**src/rtl/eag_pkg.sv**
```systemverilog
package eag_pkg;
  localparam int MODE_W = 4;
  localparam int ACC_W  = 2;

  typedef enum logic [MODE_W-1:0] {
    AM_IMM = 4'd0, AM_ZP  = 4'd1, AM_ZPX = 4'd2, AM_ZPY = 4'd3,
    AM_ABS = 4'd4, AM_ABX = 4'd5, AM_ABY = 4'd6, AM_IZX = 4'd7,
    AM_IZY = 4'd8, AM_REL = 4'd9
  } amode_t;

  typedef enum logic [ACC_W-1:0] {
    AC_READ = 2'd0, AC_WRITE = 2'd1, AC_RMW = 2'd2
  } aclass_t;

  typedef enum logic [3:0] {
    ST_IDLE, ST_OPLO, ST_OPHI, ST_ABCAP, ST_ZPCALC, ST_PLO,
    ST_PHI, ST_PCAP, ST_INDEX, ST_RELCALC, ST_FIN
  } seq_t;
endpackage

```
**src/rtl/eag_zp_unit.sv**
```systemverilog
module eag_zp_unit #(
  parameter int DW = 8
) (
  input  logic [DW-1:0] base,
  input  logic [DW-1:0] offset,
  output logic [DW-1:0] sum,
  output logic [DW-1:0] sum_next
);
  function automatic logic [DW-1:0] page_add(input logic [DW-1:0] a, input logic [DW-1:0] b);
    return a + b;
  endfunction

  always_comb begin
    sum      = page_add(base, offset);
    sum_next = page_add(sum, DW'(1));
  end
endmodule

```
**src/rtl/eag_idx_unit.sv**
```systemverilog
module eag_idx_unit #(
  parameter int DW = 8,
  parameter int AW = 2 * DW
) (
  input  logic [AW-1:0] base,
  input  logic [DW-1:0] idx,
  output logic [AW-1:0] sum,
  output logic          crossed,
  output logic [AW-1:0] dummy_addr
);
  function automatic logic [AW-1:0] wide_add(input logic [AW-1:0] a, input logic [DW-1:0] b);
    return a + {{(AW-DW){1'b0}}, b};
  endfunction

  always_comb begin
    sum        = wide_add(base, idx);
    crossed    = sum[DW] ^ base[DW];
    dummy_addr = {base[AW-1:DW], sum[DW-1:0]};
  end
endmodule

```
**src/rtl/eag_rel_unit.sv**
```systemverilog
module eag_rel_unit #(
  parameter int DW = 8,
  parameter int AW = 2 * DW
) (
  input  logic [AW-1:0] pc_next,
  input  logic [DW-1:0] disp,
  input  logic          taken,
  output logic [AW-1:0] target,
  output logic [1:0]    extra
);
  function automatic logic [AW-1:0] branch_dest(input logic [AW-1:0] p, input logic [DW-1:0] d);
    return p + {{(AW-DW){d[DW-1]}}, d};
  endfunction

  always_comb begin
    target = branch_dest(pc_next, disp);
    if (!taken)
      extra = 2'd0;
    else if (target[AW-1:DW] != pc_next[AW-1:DW])
      extra = 2'd2;
    else
      extra = 2'd1;
  end
endmodule

```
**src/rtl/eag_top.sv**
```systemverilog
module eag_top
  import eag_pkg::*;
#(
  parameter int DATA_W = 8,
  localparam int ADDR_W = 2 * DATA_W
) (
  input  logic                clk,
  input  logic                rst_n,
  input  logic                start,
  input  logic [MODE_W-1:0]   mode,
  input  logic [ACC_W-1:0]    acc,
  input  logic                taken,
  input  logic [ADDR_W-1:0]   pc_in,
  input  logic [DATA_W-1:0]   x_in,
  input  logic [DATA_W-1:0]   y_in,
  output logic [ADDR_W-1:0]   mem_addr,
  output logic                mem_rd,
  input  logic [DATA_W-1:0]   mem_rdata,
  output logic                busy,
  output logic                done,
  output logic [ADDR_W-1:0]   ea,
  output logic [ADDR_W-1:0]   pc_out,
  output logic [1:0]          extra_cyc
);
  localparam logic [ADDR_W-DATA_W-1:0] PAGE0 = '0;

  seq_t                state;
  amode_t              mode_r;
  aclass_t             acc_r;
  logic                taken_r;
  logic [ADDR_W-1:0]   pc_r;
  logic [DATA_W-1:0]   x_r, y_r, lo_r, ptr_r, ptr_nx_r;
  logic [ADDR_W-1:0]   base_r, ea_r;
  logic [1:0]          extra_r;

  // named internal events for the checker
  logic                idx_cross_w;
  logic                in_index_w;
  logic [ADDR_W-1:0]   idx_sum_w, idx_dummy_w;
  logic [DATA_W-1:0]   zp_off_w, zp_sum_w, zp_next_w;
  logic [DATA_W-1:0]   idx_val_w;
  logic [ADDR_W-1:0]   rel_tgt_w;
  logic [1:0]          rel_extra_w;
  logic                is_abs_w, is_zp_w;

  always_comb begin
    is_abs_w = (mode_r == AM_ABS) || (mode_r == AM_ABX) || (mode_r == AM_ABY);
    is_zp_w  = (mode_r == AM_ZP) || (mode_r == AM_ZPX) || (mode_r == AM_ZPY);
    if ((mode_r == AM_ZPX) || (mode_r == AM_IZX))
      zp_off_w = x_r;
    else if (mode_r == AM_ZPY)
      zp_off_w = y_r;
    else
      zp_off_w = '0;
    idx_val_w  = ((mode_r == AM_ABY) || (mode_r == AM_IZY)) ? y_r : x_r;
    in_index_w = (state == ST_INDEX);
  end

  eag_zp_unit #(.DW(DATA_W)) u_zp (
    .base(mem_rdata), .offset(zp_off_w), .sum(zp_sum_w), .sum_next(zp_next_w)
  );

  eag_idx_unit #(.DW(DATA_W), .AW(ADDR_W)) u_idx (
    .base(base_r), .idx(idx_val_w), .sum(idx_sum_w),
    .crossed(idx_cross_w), .dummy_addr(idx_dummy_w)
  );

  eag_rel_unit #(.DW(DATA_W), .AW(ADDR_W)) u_rel (
    .pc_next(pc_r), .disp(mem_rdata), .taken(taken_r),
    .target(rel_tgt_w), .extra(rel_extra_w)
  );

  // read port
  always_comb begin
    mem_rd   = 1'b0;
    mem_addr = '0;
    unique case (state)
      ST_OPLO, ST_OPHI: begin
        mem_rd   = 1'b1;
        mem_addr = pc_r;
      end
      ST_PLO: begin
        mem_rd   = 1'b1;
        mem_addr = {PAGE0, ptr_r};
      end
      ST_PHI: begin
        mem_rd   = 1'b1;
        mem_addr = {PAGE0, ptr_nx_r};
      end
      ST_INDEX: begin
        mem_rd   = (acc_r != AC_READ) || idx_cross_w;
        mem_addr = mem_rd ? idx_dummy_w : '0;
      end
      default: ;
    endcase
  end

  always_ff @(posedge clk or negedge rst_n) begin
    if (!rst_n) begin
      state    <= ST_IDLE;
      mode_r   <= AM_IMM;
      acc_r    <= AC_READ;
      taken_r  <= 1'b0;
      pc_r     <= '0;
      x_r      <= '0;
      y_r      <= '0;
      lo_r     <= '0;
      ptr_r    <= '0;
      ptr_nx_r <= '0;
      base_r   <= '0;
      ea_r     <= '0;
      extra_r  <= '0;
    end else begin
      unique case (state)
        ST_IDLE: if (start) begin
          mode_r  <= amode_t'(mode);
          acc_r   <= aclass_t'(acc);
          taken_r <= taken;
          x_r     <= x_in;
          y_r     <= y_in;
          extra_r <= '0;
          if (amode_t'(mode) == AM_IMM) begin
            ea_r  <= pc_in;
            pc_r  <= pc_in + ADDR_W'(1);
            state <= ST_FIN;
          end else begin
            pc_r  <= pc_in;
            state <= ST_OPLO;
          end
        end
        ST_OPLO: begin
          pc_r <= pc_r + ADDR_W'(1);
          if (is_abs_w)
            state <= ST_OPHI;
          else if (mode_r == AM_REL)
            state <= ST_RELCALC;
          else
            state <= ST_ZPCALC;
        end
        ST_OPHI: begin
          lo_r  <= mem_rdata;
          pc_r  <= pc_r + ADDR_W'(1);
          state <= ST_ABCAP;
        end
        ST_ABCAP: begin
          base_r <= {mem_rdata, lo_r};
          if (mode_r == AM_ABS) begin
            ea_r  <= {mem_rdata, lo_r};
            state <= ST_FIN;
          end else begin
            state <= ST_INDEX;
          end
        end
        ST_ZPCALC: begin
          ptr_r    <= zp_sum_w;
          ptr_nx_r <= zp_next_w;
          if (is_zp_w) begin
            ea_r  <= {PAGE0, zp_sum_w};
            state <= ST_FIN;
          end else begin
            state <= ST_PLO;
          end
        end
        ST_PLO: state <= ST_PHI;
        ST_PHI: begin
          lo_r  <= mem_rdata;
          state <= ST_PCAP;
        end
        ST_PCAP: begin
          base_r <= {mem_rdata, lo_r};
          if (mode_r == AM_IZX) begin
            ea_r  <= {mem_rdata, lo_r};
            state <= ST_FIN;
          end else begin
            state <= ST_INDEX;
          end
        end
        ST_INDEX: begin
          ea_r    <= idx_sum_w;
          extra_r <= ((acc_r == AC_READ) && idx_cross_w) ? 2'd1 : 2'd0;
          state   <= ST_FIN;
        end
        ST_RELCALC: begin
          ea_r    <= rel_tgt_w;
          extra_r <= rel_extra_w;
          if (taken_r) pc_r <= rel_tgt_w;
          state   <= ST_FIN;
        end
        ST_FIN:  state <= ST_IDLE;
        default: state <= ST_IDLE;
      endcase
    end
  end

  assign busy      = (state != ST_IDLE);
  assign done      = (state == ST_FIN);
  assign ea        = ea_r;
  assign pc_out    = pc_r;
  assign extra_cyc = extra_r;
endmodule

```
**config.mk**
```make
export PLATFORM = sky130hd
export DESIGN_NAME = eag_top
export DESIGN_NICKNAME = d
export VERILOG_FILES = /design/src/rtl/eag_pkg.sv /design/src/rtl/eag_zp_unit.sv /design/src/rtl/eag_idx_unit.sv /design/src/rtl/eag_rel_unit.sv /design/src/rtl/eag_top.sv
export SDC_FILE = /design/constraint.sdc
export NUM_CORES = 1
export LEC_CHECK = 0
export ABC_AREA = 1
export ABC_CLOCK_PERIOD_IN_PS = 4700
export BUFFER_PORTS_ARGS = -buffer_cell sky130_fd_sc_hd__buf_2
export CAP_MARGIN = 20
export CORE_ASPECT_RATIO = 1.2
export CORE_MARGIN = 2
export CORE_UTILIZATION = 59
export CTS_CLUSTER_DIAMETER = 120
export DETAILED_ROUTE_END_ITERATION = 10
export GPL_ROUTABILITY_DRIVEN = 0
export PLACE_DENSITY = 0.92
export SYNTH_ARGS = -nofsm -noshare
export SYNTH_HDL_FRONTEND = slang
export SYNTH_SLANG_ARGS = --single-unit
```
**constraint.sdc**
```tcl
create_clock -name clk -period 4.7 [get_ports clk]
set_input_delay 0.94 -clock clk [delete_from_list [all_inputs] [get_ports clk]]
set_output_delay 0.94 -clock clk [all_outputs]
set_load 0.02 [all_outputs]
```
Word level (Yosys, flattened, before mapping)
Index checks and enable logic that the tools add are counted.
{"block": "op_classes", "magnitude_cmp": 0, "div": 0, "reduce_logical": 25, "add_sub_neg": 6, "n_eq_ne": 26, "bitwise_logic": 1, "mul": 0, "n_mux": 29, "shift": 0}
{"operator": "$mux W16", "count": 9}
{"operator": "$pmux W16 S6", "count": 1}
{"operator": "$pmux W16 S4", "count": 1}
{"operator": "$pmux W16 S3", "count": 1}
{"operator": "$pmux W4 S9", "count": 1}
{"operator": "$add A16 B1 Y16 const B", "count": 2}
{"operator": "$eq A4 B3 Y1 const B", "count": 8}
{"operator": "$mux W8", "count": 3}
{"operator": "$eq A4 B4 Y1 const B", "count": 5}
{"operator": "$mux W4", "count": 5}
{"operator": "$add A16 B16 Y16", "count": 1}
{"operator": "$add A16 B8 Y16", "count": 1}
{"operator": "$eq A4 B2 Y1 const B", "count": 4}
{"operator": "$ne A2 B2 Y1 const B", "count": 6}
{"operator": "$mux W2", "count": 5}
{"operator": "$add A8 B1 Y8 const B", "count": 1}
{"operator": "$add A8 B8 Y8", "count": 1}
{"operator": "$eq A4 B1 Y1 const B", "count": 2}
{"operator": "$logic_not A4 Y1", "count": 2}
{"operator": "$ne A8 B8 Y1", "count": 1}
{"operator": "$reduce_or A2 Y1", "count": 4}
{"operator": "$logic_or A1 B1 Y1", "count": 7}
{"operator": "$pmux W2 S3", "count": 1}
{"operator": "$reduce_and A6 Y1", "count": 1}
{"operator": "12 further kinds", "count": 14}
{"block": "totals", "regBits": 101, "latchBits": 0, "romBits": 0, "ram_bits": 0, "n_memories": 0}

Logic depth before layout (Yosys ltp)
Gate-level depths: netlist (run 1).
{"block": "depth", "depth_word": 8, "ltp_mapped": 20}

Modules after synthesis
From an unflattened synthesis (run 1), not the netlist that was laid out.
{"block": "unflattened", "hier_cells": 1352, "area_unflattened_um2": 8531.9}
{"module": "eag_top", "cells_per_inst": 848, "n_inst": 1, "seq_area_each_um2": 2527.4, "area_each_um2": 5910.7}
{"module": "eag_rel_unit", "cells_per_inst": 263, "n_inst": 1, "seq_area_each_um2": 0.0, "area_each_um2": 1295.0}
{"module": "eag_idx_unit", "cells_per_inst": 142, "n_inst": 1, "seq_area_each_um2": 0.0, "area_each_um2": 778.2}
{"module": "eag_zp_unit", "cells_per_inst": 99, "n_inst": 1, "seq_area_each_um2": 0.0, "area_each_um2": 548.0}

Least setup slack after synthesis (run 1)
Ideal clock, no wire load.
{"block": "synth_timing", "kind": "flip-flop to output port", "start": "reg mode_r[3]", "end": "out mem_rd", "path_stages_with_launch": 15, "setup_slack_ns": 0.649, "t_required_ns": 3.760, "path_buffers": 1, "arrival_time_ns": 3.111, "cell_sequence": "dfrtp_1 -> nor2_2 -> inv_2 -> o31ai_2 -> clkbuf_1 -> o21ai_0 -> ha_1 -> fa_1 -> nand3_1 -> nand3_1 -> a21boi_1 -> o21ai_2 -> nand3b_2 -> nand2_2 -> nand3_1"}
{"block": "synth_between", "elab_chain_cells": 7, "word_cells_on_any_way": 8}
{"element": "start, declared", "line": "eag_top.sv:28", "text": "amode_t mode_r;"}
{"element": "start signal, assigned", "line": "eag_top.sv:116", "text": "mode_r <= amode_t'(mode);"}
{"element": "$eq A4 B3 Y1 / $eq A4 B4 Y1 (equally long branches)", "line": "eag_top.sv:55", "text": "idx_val_w = ((mode_r == AM_ABY) || (mode_r == AM_IZY)) ? y_r : x_r;"}
{"element": "$logic_or A1 B1 Y1 *", "line": "eag_top.sv:55"}
{"element": "$mux W8 *", "line": "eag_top.sv:55"}
{"element": "$add A16 B8 Y16 *", "line": "eag_idx_unit.sv:12", "text": "return a + {{(AW-DW){1'b0}}, b};"}
{"element": "$xor A1 B1 Y1 *", "line": "eag_idx_unit.sv:17", "text": "crossed = sum[DW] ^ base[DW];"}
{"element": "$logic_or A1 B1 Y1 *", "line": "eag_top.sv:91", "text": "mem_rd = (acc_r != AC_READ) || idx_cross_w;"}
{"element": "$pmux W1 S2 *", "line": "eag_top.sv:77", "text": "unique case (state)"}
{"element": "end, declared", "line": "eag_top.sv:17", "text": "output logic mem_rd,"}
Every way passes the cells marked *; elsewhere a longest branch is shown, timed or not.

Worst setup path in the final report (run 1)
{"block": "layout_timing", "start": "reg mode_r[2]", "end": "out mem_rd"}
The elaborated chain is that of the path after synthesis.

==> impl_metrics.env, run 1 <==
export IMPL_cts_buffers_inserted=9
export IMPL_vdd_ir_drop_max_mv=0.408
export IMPL_synthMostInstantiatedCell="sky130_fd_sc_hd__nand2_1"
export IMPL_timing_critical_path_cells="inv_2 > nor2_2 > inv_2 > o31ai_2 > buf_4 > o21ai_0 > fa_1 > nand3_1 > nand3_1 > a21boi_2 > o21ai_2 > nand3b_4 > nand2_4 > nand3_1 > buf_2"
export IMPL_detail_route_first_pass_iterations=9
export IMPL_cpPeakStageDelay_ns=0.47
export IMPL_final_nets=1365
export IMPL_placementRows=45
export IMPL_hp_class="reg2reg"
export IMPL_dieWidth_um=109
export IMPL_power_leakage_nw=4.64
export IMPL_post_synth_inst_count=1182
export IMPL_drt_iter0_drc=1227
export IMPL_gr_usage_all_layers_pct=36.7
export IMPL_die_area_um2=14100
export IMPL_syn2layout_area_growth_pct=12.1
export IMPL_path_clk_slew_ns=0.07
export IMPL_place_hpwl_um=19300
export IMPL_timing_fmax_ghz=0.221
export IMPL_number_of_global_route_vias_before_repair=8167
export IMPL_setup_tns_final_ns=0
export IMPL_critical_path_max_fanout=14
export IMPL_synth_seq_area_share_pct=32.5
export IMPL_stdcell_count=1447
export IMPL_final_hold_viol_count=0
export IMPL_dieHeight_um=130
export IMPL_antenna_violations_before_repair=0
export IMPL_synth_top_area_share_pct=32.5
export IMPL_syn_mean_instance_area_um2=6.58
export IMPL_netlist_area_um2=7780
export IMPL_avgRoutedWirePerCell_um=17.3
export IMPL_grt_first_pass_wirelength_um=40100
export IMPL_worst_r2r_startpoint="mode_r[2]$_DFFE_PN0P_"
export IMPL_place_port_buffers=102
export IMPL_setup_worst_path_start_class="flop"
export IMPL_tritoncts_num_sinks=101
export IMPL_place_area_um2=8440
export IMPL_routed_wirelength_um=25100
export IMPL_overflow=0
export IMPL_synth_fp_nets=1269
export IMPL_p_per_area_nw_per_um2=773
export IMPL_drv_slew=0
export IMPL_status="finished, final reports clean"
export IMPL_num_antenna_cells=0
export IMPL_synth_top_flop_cell="sky130_fd_sc_hd__dfrtp_1"
export IMPL_cts_max_path_buffers=2
export IMPL_rsz0062_at_grt="no"
export IMPL_path_common_cell="sky130_fd_sc_hd__nand3_1"
export IMPL_clkLatencyLatePin_ns=0.35
export IMPL_finalSetupViolations=0
export IMPL_worst_path_max_delay_cell="sky130_fd_sc_hd__fa_1"
export IMPL_final_setup_skew_ns=0.00834
export IMPL_drt_drc=0
export IMPL_post_route_cells_drive_above_1_share_pct=13.3
export IMPL_timing_max_slew_rel_slack_pct=35.1
export IMPL_reg2regPathDepth=18
export IMPL_starting_density_of_the_core_pct=60.9
export IMPL_yosys_warnings=0
export IMPL_synth_largest_area_cell="sky130_fd_sc_hd__dfrtp_1"
export IMPL_cts_htree_levels=3
export IMPL_cts_tree="yes"
export IMPL_max_cap_viol_count=0
export IMPL_post_synth_num_cell_types=49
export IMPL_synth_top_cells_by_area="sky130_fd_sc_hd__dfrtp_1 (32%), sky130_fd_sc_hd__nand2_1 (18%), sky130_fd_sc_hd__inv_1 (7.0%), sky130_fd_sc_hd__nand3_1 (6.9%), sky130_fd_sc_hd__ha_1 (5.5%)"
export IMPL_post_cts_setup_buffer_count=0
export IMPL_dp_cells=1431
export IMPL_layout_min_cycle_time_ns=4.53
export IMPL_worst_ep_required_time_ns=3.76
export IMPL_cp_data_arrival_time_ns=3.59
export IMPL_min_to="ptr_r[2]$_DFFE_PN0P_"
export IMPL_route_vias_total=8817
export IMPL_final_antenna_net_count=0
export IMPL_worst_slew_pin_slew_ns=0.970
export IMPL_post_route_cell_area_um2=8720
export IMPL_fin_crit_sh_pct=96.3
export IMPL_detail_route_vias_per_cell=6.09
export IMPL_core_region_area_um2=12800
export IMPL_setup_reg_to_reg_worst_slack_ns=1.17
export IMPL_async_reset_ff_share_pct=100
export IMPL_critical_path_class="reg2out"
export IMPL_flop_and_latch_count_out_of_synthesis=101
export IMPL_timing_critical_path_to_type="output port"
export IMPL_ios=103
export IMPL_clock_tree_root_cell="sky130_fd_sc_hd__clkbuf_16"
export IMPL_synth_edf_count=0
export IMPL_fin_hold_ws_ns=0.474
export IMPL_holdPathStages=2
export IMPL_timing_rr_end="ptr_nx_r[7]$_DFFE_PN0P_"
export IMPL_post_synth_most_frequent_cells="sky130_fd_sc_hd__nand2_1 (375), sky130_fd_sc_hd__inv_1 (146), sky130_fd_sc_hd__nand3_1 (107)"
export IMPL_grt_max_degree=70
export IMPL_hold_path_startpoint="ptr_r[2]$_DFFE_PN0P_"
timing repair:
item / 4_1_cts / 5_1_grt
gates resized for setup: 1 / 2
setup endpoints to repair: 2 / 17
hold buffers: 0 / 0
routing by layer:
layer / track usage (%) / wire length, um / vias up
li1: - / - / 4052
met3: 6.29 / 2730 / 160
met5: 0 / 0 / -
met2: 57.9 / 11500 / 657
met1: 45.2 / 8850 / 3948
met4: 27.1 / 2010 / 0
cell usage in the layout, fill, tap and decap left out, types with 21 or more instances in the layout:
master,Yosys,layout
sky130_fd_sc_hd__inv_1,146,146
sky130_fd_sc_hd__a21oi_1,40,40
sky130_fd_sc_hd__ha_1,34,34
sky130_fd_sc_hd__o21ai_0,81,81
sky130_fd_sc_hd__dfrtp_1,101,101
sky130_fd_sc_hd__nor2_1,86,86
sky130_fd_sc_hd__nand3_1,107,107
sky130_fd_sc_hd__nand4_1,28,28
sky130_fd_sc_hd__nand2_1,375,375
sky130_fd_sc_hd__o21ai_1,21,21
sky130_fd_sc_hd__buf_2,10,101
through the flow:
| stage | total power, mW | worst slack (ns) | utilization [%] |
|---|---|---|---|
| after CTS | 6.58 | 0.0327 | 68.1 |
| after global routing | 7.26 | 0.0312 | 68.2 |
| final | 6.74 | 0.174 | 68.2 |
| after global placement | 5.71 | 0.465 | 66.0 |
| after floorplan | 4.63 | 0.649 | - |
| after detailed placement | 5.86 | 0.364 | 66.0 |
logic make-up (layout without fill, tap and decap cells):
kind of cell / after synthesis / count (layout) / share of synthesized area, %
fa+ha+maj: 37 / 37 / 6.24
xor+xnor: 18 / 18 / 2.20
compound gates: 190 / 190 / 13.9
simple gates: 647 / 647 / 35.8
flops: 101 / 101 / 32.5
buf+inv: 189 / 290 / 9.42
worst max-delay path, delay by kind of cell (launching register included):
kind	cells	cell delay (ns)
fa+ha+maj	1	0.47
simple gates	6	1.02
compound gates	4	0.80
flops	1	0.40
buf+inv	4	0.55
state kept, by name, summed over array words and instances, names as in the netlist:
register and cells:
lo_r 8, extra_cyc 2, ptr_nx_r 8, acc_r 2, y_r 8, x_r 8, state 4, mode_r 4
base_r 16, ea 16, ptr_r 8, pc_out 16, taken_r 1
final cells by class:
class | count | area [um^2]
clock buffers | 11 | 233
fillers | 1093 | 4060
repair buffers | 109 | 566
multi-input cells | 892 | 4540
well taps | 164 | 205
flip-flops and latches | 101 | 2530
clock inverters | 5 | 35.0
inverters | 165 | 619
report_power, final:
group,internal [mW],switching [mW]
Clock,0.361,0.348
Sequential,1.30,0.393
Combinational,1.37,2.96
Total,3.03,3.70
worst max path at each step:
stage                     startpoint           to  slack, ns  cells after the start
6_report       mode_r[2]$_DFFE_PN0P_       mem_rd       0.17                     15
5_1_grt        mode_r[2]$_DFFE_PN0P_  mem_addr[7]       0.03                     15
4_1_cts        mode_r[3]$_DFFE_PN0P_       mem_rd       0.03                     14
3_5_place_dp   mode_r[3]$_DFFE_PN0P_       mem_rd       0.36                     14
3_3_place_gp   mode_r[3]$_DFFE_PN0P_       mem_rd       0.46                     14
2_1_floorplan  mode_r[3]$_DFFE_PN0P_       mem_rd       0.65                     14
(Power assumes the default switching activity.)
==> run 2, diff against run 1 <==
--- a/config.mk
+++ b/config.mk
@@ -7,14 +7,14 @@
 export LEC_CHECK = 0
 export ABC_AREA = 1
-export ABC_CLOCK_PERIOD_IN_PS = 4700
+export ABC_CLOCK_PERIOD_IN_PS = 5300
 export BUFFER_PORTS_ARGS = -buffer_cell sky130_fd_sc_hd__buf_2
 export CAP_MARGIN = 20
 export CORE_ASPECT_RATIO = 1.2
 export CORE_MARGIN = 2
-export CORE_UTILIZATION = 59
+export CORE_UTILIZATION = 64
 export CTS_CLUSTER_DIAMETER = 120
 export DETAILED_ROUTE_END_ITERATION = 10
 export GPL_ROUTABILITY_DRIVEN = 0
-export PLACE_DENSITY = 0.92
+export PLACE_DENSITY = 0.95
 export SYNTH_ARGS = -nofsm -noshare
 export SYNTH_HDL_FRONTEND = slang
==> constraint.sdc (replaced) <==
create_clock -name clk -period 5.3 [get_ports clk]
set_input_delay 0.265 -clock clk [delete_from_list [all_inputs] [get_ports clk]]
set_output_delay 0.265 -clock clk [all_outputs]
set_load 0.02 [all_outputs]
==> run 2 against run 1 <==
Against the previous run: clock power fell by 7.9%; total power fell by 11%; sequential share of layout area barely moved; global-route usage rose by 2.8 points; utilization rose by 4.3 points; clock-buffer cell count did not move; flip-flop and latch count did not move; first-iteration DRC count rose by 4.8%; sequential power fell by 11%; register-to-register slack improved by 0.47 ns; critical path type unchanged; largest cell class unchanged.
==> impl_metrics.env, run 2 (synthesis results as in run 1) <==
export IMPL_status="finished, final reports clean"
export IMPL_overflow=0
export IMPL_grt_first_pass_wirelength_um=40900
export IMPL_die_area_um2=13100
export IMPL_placementRows=44
export IMPL_max_cap_viol_count=0
export IMPL_fin_crit_sh_pct=86.2
export IMPL_cts_htree_levels=3
export IMPL_final_nets=1364
export IMPL_worst_slew_pin_slew_ns=1.05
export IMPL_setup_worst_path_start_class="flop"
export IMPL_place_port_buffers=102
export IMPL_cpPeakStageDelay_ns=0.73
export IMPL_reg2regPathDepth=17
export IMPL_postLayoutSetupSlackWorst_ns=0.733
export IMPL_route_vias_total=8955
export IMPL_worst_ep_required_time_ns=5.04
export IMPL_timing_critical_path_to_type="output port"
export IMPL_holdPathStages=3
export IMPL_critical_path_class="reg2out"
export IMPL_cell_depth_of_the_worst_setup_path=15
export IMPL_fin_hold_ws_ns=0.111
export IMPL_path_buf_inv=3
export IMPL_layout_commonest_cell="sky130_fd_sc_hd__nand2_1"
export IMPL_dieWidth_um=105
export IMPL_detail_route_vias_per_cell=6.21
export IMPL_syn2layout_area_growth_pct=12.0
export IMPL_drv_slew=0
export IMPL_hp_class="in2reg"
export IMPL_timing_fmax_ghz=0.219
export IMPL_post_place_ws_ns=1.30
export IMPL_grt_max_degree=64
export IMPL_post_route_cells_drive_above_1_share_pct=13.2
export IMPL_vdd_ir_drop_max_mv=0.413
export IMPL_cts_max_path_buffers=2
export IMPL_cp_data_arrival_time_ns=4.30
export IMPL_filler_cell_count=1022
export IMPL_worst_path_max_delay_cell="sky130_fd_sc_hd__o31ai_2"
export IMPL_path_clk_slew_ns=0.07
export IMPL_rsz0062_at_grt="no"
export IMPL_utilization_after_layout_pct=72.6
export IMPL_ios=103
export IMPL_number_of_global_route_vias_before_repair=8387
export IMPL_starting_density_of_the_core_pct=64.8
export IMPL_post_cts_setup_buffer_count=0
export IMPL_routed_wirelength_um=25600
export IMPL_dieHeight_um=125
export IMPL_num_antenna_cells=0
export IMPL_layout_cells_most_common_list="sky130_fd_sc_hd__nand2_1 (375), sky130_fd_sc_hd__inv_1 (146), sky130_fd_sc_hd__nand3_1 (107), sky130_fd_sc_hd__dfrtp_1 (101), sky130_fd_sc_hd__buf_2 (101)"
export IMPL_critical_path_max_fanout=16
export IMPL_final_antenna_net_count=0
export IMPL_gr_usage_all_layers_pct=39.6
export IMPL_detail_route_first_pass_iterations=8
export IMPL_setup_tns_final_ns=0
export IMPL_cts_buffers_inserted=9
export IMPL_layout_min_cycle_time_ns=4.57
export IMPL_finalSetupViolations=0
export IMPL_place_area_um2=8420
export IMPL_timing_critical_path_cells="inv_2 > nor2_2 > inv_2 > o31ai_2 > o21ai_0 > ha_1 > fa_1 > nand3_1 > nand3_1 > a21boi_1 > o21ai_2 > nand3b_2 > nand2_2 > nand3_1 > buf_2"
export IMPL_cts_tree="yes"
export IMPL_post_route_cell_area_um2=8710
export IMPL_path_common_cell="sky130_fd_sc_hd__nand3_1"
export IMPL_p_per_area_nw_per_um2=691
export IMPL_core_region_area_um2=12000
export IMPL_final_setup_skew_ns=0.0153
export IMPL_tritoncts_num_sinks=101
export IMPL_clkLatencyLatePin_ns=0.36
export IMPL_drt_drc=0
export IMPL_avgRoutedWirePerCell_um=17.8
export IMPL_worst_path_dominant_cell_family="compound AO/OA/AOI/OAI gates"
export IMPL_power_leakage_nw=4.63
export IMPL_place_hpwl_um=19000
export IMPL_timing_max_slew_rel_slack_pct=29.8
export IMPL_antenna_violations_before_repair=0
export IMPL_drt_iter0_drc=1286
export IMPL_final_hold_viol_count=0
export IMPL_clock_tree_root_cell="sky130_fd_sc_hd__clkbuf_16"
## run 2: area by class of cell
class	instances	area, um^2	area share (%)
clock inverter	5	41.3	0.474
multi-input combinational	892	4520	51.9
tap	161	201	2.31
clock buffer	11	243	2.79
inverter	165	619	7.11
timing repair buffer	108	561	6.43
sequential	101	2530	29.0
## run 2: what timing repair did
item	CTS	global route
setup endpoints to repair	0	0
hold buffers	1	0
resized for setup	0	0
hold endpoints to repair	38	0
## run 2: path summary, 6_finish.rpt
check                                           to             startpoint  slack [ns]
max in group asynchronous       y_r[3]$_DFFE_PN0P_                  rst_n        3.70
worst min-delay path            y_r[3]$_DFFE_PN0P_                y_in[3]        0.11
worst max-delay path                        mem_rd  mode_r[2]$_DFFE_PN0P_        0.73
worst min register to register  ea[14]$_DFFE_PN0P_     ea[14]$_DFFE_PN0P_        0.48
min in group asynchronous       ea[15]$_DFFE_PN0P_                  rst_n        0.41
worst max register to register  ea[14]$_DFFE_PN0P_  mode_r[2]$_DFFE_PN0P_        1.64
## run 2: metal layers
metal | up-vias | wire [um] | global-route usage, %
li1 | 4065 | - | -
met1 | 3974 | 8890 | 46.2
met2 | 684 | 11400 | 64.5
met3 | 232 | 2830 | 7.06
met4 | 0 | 2470 | 30.0
met5 | - | 0 | 0
## run 2: worst register-to-register path, cell delays in order (launching register included)
cell                       delay (ns)
sky130_fd_sc_hd__dfrtp_1         0.40
sky130_fd_sc_hd__inv_2           0.06
sky130_fd_sc_hd__nor2_2          0.16
sky130_fd_sc_hd__inv_2           0.06
sky130_fd_sc_hd__o31ai_2         0.73
sky130_fd_sc_hd__o21ai_0         0.22
sky130_fd_sc_hd__ha_1            0.26
sky130_fd_sc_hd__fa_1            0.42
sky130_fd_sc_hd__nand3_1         0.13
sky130_fd_sc_hd__nand3_1         0.10
sky130_fd_sc_hd__a21boi_1        0.23
sky130_fd_sc_hd__o21ai_2         0.17
sky130_fd_sc_hd__nand3_1         0.13
sky130_fd_sc_hd__nor2_1          0.05
sky130_fd_sc_hd__nor2_1          0.08
sky130_fd_sc_hd__nor2_1          0.06
sky130_fd_sc_hd__o21ai_1         0.22
sky130_fd_sc_hd__nand2_1         0.08
## run 2: metrics by stage
stage / total power, mW / cells
finish: 6.02 / 1443
global route: 6.44 / 1443
CTS: 5.86 / 1443
detailed placement: 5.18 / 1426
global placement: 5.05 / 1426
floorplan: 4.11 / 1182
## run 2: power breakdown
| part | total (mW) | internal (mW) | switching, mW |
|---|---|---|---|
| sequential | 1.51 | 1.15 | 0.351 |
| clock | 0.653 | 0.336 | 0.317 |
| combinational | 3.86 | 1.19 | 2.67 |
| total | 6.02 | 2.69 | 3.34 |
